**src/rtl/bm_pkg.sv**
```systemverilog
package bm_pkg;
  localparam int unsigned BYTE_W     = 8;
  localparam int unsigned DEF_DATA_W = 32;
  localparam int unsigned DEF_RD_LAT = 2;
endpackage

```
**src/rtl/bm_wr_stage.sv**
```systemverilog
module bm_wr_stage #(
  parameter int unsigned DATA_W = 32,
  parameter int unsigned LANES  = 4
) (
  input  logic              clk,
  input  logic              rst,
  input  logic              cke,
  input  logic              wr_act,
  input  logic [LANES-1:0]  dqm,
  input  logic [DATA_W-1:0] wdata,
  output logic [LANES-1:0]  be_q,
  output logic [DATA_W-1:0] data_q
);
  always_ff @(posedge clk) begin
    if (rst) begin
      be_q   <= '0;
      data_q <= '0;
    end else begin
      if (cke && wr_act) be_q <= ~dqm;
      else               be_q <= '0;
      if (cke) data_q <= wdata;
    end
  end
endmodule

```
**src/rtl/bm_rd_pipe.sv**
```systemverilog
module bm_rd_pipe #(
  parameter int unsigned LANES = 4,
  parameter int unsigned DEPTH = 2
) (
  input  logic             clk,
  input  logic             rst,
  input  logic             cke,
  input  logic             rd_act,
  input  logic [LANES-1:0] dqm,
  output logic [LANES-1:0] oe
);
  logic [LANES-1:0] stg [DEPTH];
  logic [LANES-1:0] head;

  assign head = rd_act ? ~dqm : '0;

  for (genvar d = 0; d < DEPTH; d++) begin : g_stage
    if (d == 0) begin : g_first
      always_ff @(posedge clk) begin
        if (rst)      stg[0] <= '0;
        else if (cke) stg[0] <= head;
      end
    end else begin : g_next
      always_ff @(posedge clk) begin
        if (rst)      stg[d] <= '0;
        else if (cke) stg[d] <= stg[d-1];
      end
    end
  end

  assign oe = stg[DEPTH-1];
endmodule

```
**src/rtl/bm_lane_gate.sv**
```systemverilog
module bm_lane_gate #(
  parameter int unsigned LANE_W = 8,
  parameter int unsigned LANES  = 4,
  localparam int unsigned W     = LANE_W * LANES
) (
  input  logic [LANES-1:0] en,
  input  logic [W-1:0]     din,
  output logic [W-1:0]     dout
);
  for (genvar l = 0; l < LANES; l++) begin : g_lane
    assign dout[l*LANE_W +: LANE_W] = en[l] ? din[l*LANE_W +: LANE_W] : '0;
  end
endmodule

```
**src/rtl/sdram_bytemask.sv**
```systemverilog
module sdram_bytemask
  import bm_pkg::*;
#(
  parameter int unsigned DATA_W  = DEF_DATA_W,
  parameter int unsigned RD_LAT  = DEF_RD_LAT,
  localparam int unsigned LANES  = DATA_W / BYTE_W
) (
  input  logic              clk,
  input  logic              rst,
  input  logic              cke,
  input  logic              wr_act,
  input  logic              rd_act,
  input  logic [LANES-1:0]  dqm,
  input  logic [DATA_W-1:0] wdata,
  input  logic [DATA_W-1:0] rdata,
  output logic [LANES-1:0]  wr_be_o,
  output logic [DATA_W-1:0] wr_data_o,
  output logic [LANES-1:0]  rd_oe_o,
  output logic [DATA_W-1:0] rd_dq_o
);
  bm_wr_stage #(.DATA_W(DATA_W), .LANES(LANES)) u_wr (
    .clk(clk), .rst(rst), .cke(cke), .wr_act(wr_act), .dqm(dqm),
    .wdata(wdata), .be_q(wr_be_o), .data_q(wr_data_o)
  );

  bm_rd_pipe #(.LANES(LANES), .DEPTH(RD_LAT)) u_rd (
    .clk(clk), .rst(rst), .cke(cke), .rd_act(rd_act), .dqm(dqm),
    .oe(rd_oe_o)
  );

  bm_lane_gate #(.LANE_W(BYTE_W), .LANES(LANES)) u_gate (
    .en(rd_oe_o), .din(rdata), .dout(rd_dq_o)
  );
endmodule

```
**config.mk**
```make
export PLATFORM = sky130hd
export DESIGN_NAME = sdram_bytemask
export DESIGN_NICKNAME = d
export VERILOG_FILES = /design/src/rtl/bm_pkg.sv /design/src/rtl/bm_wr_stage.sv /design/src/rtl/bm_rd_pipe.sv /design/src/rtl/bm_lane_gate.sv /design/src/rtl/sdram_bytemask.sv
export SDC_FILE = /design/constraint.sdc
export NUM_CORES = 1
export LEC_CHECK = 0
export ABC_AREA = 1
export ABC_CLOCK_PERIOD_IN_PS = 2200
export BUFFER_PORTS_ARGS = -buffer_cell sky130_fd_sc_hd__buf_2
export CAP_MARGIN = 20
export CORE_MARGIN = 5
export CORE_UTILIZATION = 42
export DETAILED_ROUTE_END_ITERATION = 6
export GPL_ROUTABILITY_DRIVEN = 0
export PLACE_DENSITY = 0.84
export SLEW_MARGIN = 20
export SYNTH_ARGS = -nofsm -noshare
export SYNTH_HDL_FRONTEND = slang
export SYNTH_SLANG_ARGS = --single-unit
```
**constraint.sdc**
```tcl
create_clock -name clk -period 2.2 [get_ports clk]
set_input_delay 0.44 -clock clk [delete_from_list [all_inputs] [get_ports clk]]
set_output_delay 0.44 -clock clk [all_outputs]
set_load 0.02 [all_outputs]
```
==> summary.txt <==
Synth
  • Post-synthesis sequential area ratio: 51.6%
  • Netlist Area Pre-Place: 1860 µm²
  • Largest area contributor in the netlist: dfxtp_1
  • Netlist cell types: 16
  • FFs w/ async S/R, synth: 0%
  • Syn nets: 313
  • EDFF count, synth: 8
  • Post-synthesis register bit count: 44
  • Synth cell count leaders: 89 x nand2_1, 37 x inv_1, 36 x dfxtp_1, 28 x nand3_1, 9 x nand2_2
  • Largest cells by area after synthesis: dfxtp_1 39%, nand2_1 18%, edfxtp_1 13%
  • Top_reg_cell synth: dfxtp_1
  • Top-area cell type share of the netlist area: between 30 and 40%
  • Synth Warn #: 0
  • Most frequent cell after synthesis: nand2_1
  • Avg Cell Area, Syn: between 7 and 8 µm²
  • Syn Inst Count: 240

Die
  • Std-Cell Rows: 24
  • DIE WIDTH: ~77 µm
  • Die Span Y: 76.6 µm
  • Initial Utilization: 43.1%
  • Die ar.: just under 6000 µm²
  • Io pins: around 150
  • Core ar.: 4320 µm²

Status
  • Outcome: finished, final reports clean

GRT
  • Number of global-route vias before repair: 1850
  • Global-route wire length before repair: 7870 µm
  • Largest net degree at the start of global routing: 36
  • GRT Resource Usage Total: 16.0%
  • Global route total overflow: 0
  • Initial antenna violation count: 0

STA
  • Period utilisation layout: 69.9%
  • Total negative slack: 0 ns
  • Worst-margin pin slew: 0.393 ns
  • # setup viols final: 0
  • RSZ-0062 raised after global routing: false
  • Crit path time final: 1.54 ns
  • Clock skew: 0.000677 ns
  • Count of pins over their slew limit: 0
  • Final hold violation count: 0
  • Rel. slew slack: between 70 and 80%
  • Final WS setup: 0.662 ns
  • Fmax: 650 MHz

Cells and area
  • Layout cells sized above 1: around 44%
  • Final Core Density: roughly three fifths
  • Final-layout fill cell count: around 400
  • Final nets: 452
  • Footprint of the multi-input gates: around 640 µm²
  • Register area: 961 µm²
  • Area Growth Syn to Fin: 42.2%
  • Post-Layout Cell Count: 432
  • N_diodes: 0

Worst setup path
  • Startpoint types: flip-flop
  • Setup CP Type: flip-flop to output port
  • Critical path startpoint: u_rd.stg[1][3]
  • Setup crit end kind: output port
  • Cells on worst reg2reg path: 2
  • Crit path max fanout: 9
  • WP data arrival: about 1.1 ns
  • Reg2reg end: u_rd.stg[1][3]
  • WP data required: 1.76 ns
  • Crit path to: rd_dq_o[29]
  • Setup slack, reg-to-reg: 1.49 ns
  • Worst flop-to-flop path startpoint: u_rd.stg[0][3]

Detailed routing
  • Via Count: 1923
  • Via density: ~4.5
  • WL/cell: 11.2 µm
  • Antenna viol nets, final: 0
  • Iteration count of the initial detailed-routing pass: 4
  • Final WL: ~4800 µm
  • DRC viols: 0
  • DRT iter0 DRCs: 79

Clock tree
  • CTS Hold Bufs: 0
  • CTS max path bufs: 2
  • Cts repair resizes: 0
  • Root buf cell: clkbuf_8
  • Clk sink count: 44
  • Setup Buffers After CTS: 0
  • Num CTS Buffers: 5
  • CTS tree: yes
  • Htree depth: 2
  • Clk slew on worst S/H paths: 0.08 ns
  • Worst-Skew Late Latency: 0.28 ns

Power
  • P_leak: around 1.8 nW
  • Peak supply drop: 509 µV
  • Power per cell area: 655 nW/µm²

Placement
  • Place WS: 0.700 ns
  • DP HPWL: 3830 µm
  • Dpl cells: 424
  • PortBufs: 144

Run
  • Max_cap viols: 0

Worst hold path
  • Tightest Hold Check Type: input pin to flip-flop
==> critical path: stages, from the launching register on <==
cell and delay (ns):
edfxtp_1 0.51, nand2_1 0.12, inv_1 0.04, buf_2 0.15
==> report_power, final <==
part,switching (mW),internal (mW),total [mW]
Clock,0.247,0.286,0.533
Sequential,0.0283,0.866,0.894
Combinational,0.188,0.118,0.306
==> state kept, by name, summed over array words and instances, names as in the netlist <==
name / flops
u_rd.stg: 8
u_wr.data_q: 32
u_wr.be_q: 4
==> per-layer routing <==
layer / global-route usage [%] / routed length, µm / vias to the layer above
met5: 0 / 0 / -
met4: 5.24 / 42 / 0
met3: 6.15 / 540 / 5
met2: 31.0 / 2560 / 88
met1: 15.0 / 1680 / 838
li1: - / - / 992
==> layout make-up <==
type	count	share of cell area, %
clock buffers	8	3.78
inverters	38	5.48
multi-input cells	144	24.2
flip-flops and latches	44	36.3
well taps	52	2.46
repair buffers	146	27.8
==> worst min-delay path by stage <==
stage,from,endpoint,slack (ns),cells after the start
3_5_place_dp,u_wr.data_q[27],u_wr.data_q[27],0.43,2
5_1_grt,dqm[1],u_wr.be_q[1],0.32,2
3_3_place_gp,u_wr.data_q[1],u_wr.data_q[1],0.42,2
6_report,dqm[3],u_wr.be_q[3],0.34,2
4_1_cts,dqm[3],u_wr.be_q[3],0.32,2
2_1_floorplan,rst,u_wr.be_q[0],0.52,1
==> cell families (layout without fill, tap and decap cells) <==
group / Yosys count / in the layout / synth area share (%)
simple gates: 144 / 144 / 34.5
flops: 44 / 44 / 51.6
buf+inv: 52 / 192 / 14.0
==> metrics by stage <==
stage | hold WS (ns) | power [mW] | cell area (µm²)
after floorplan | 0.517 | 1.09 | 1860
after global placement | 0.425 | 1.22 | 2550
after detailed placement | 0.429 | 1.22 | 2550
after CTS | 0.323 | 1.76 | 2650
after global routing | 0.323 | 1.83 | 2650
final | 0.337 | 1.73 | 2650
==> cells in the final DEF, fill, tap and decap left out, drive strengths merged <==
| master | instances |
|---|---|
| inv | 38 |
| nand2 | 98 |
| nand3 | 33 |
| dfxtp | 36 |
| nor2 | 9 |
| clkbuf | 8 |
| nor3 | 4 |
| buf | 146 |
| edfxtp | 8 |
Power figures use the tool's default switching activity.
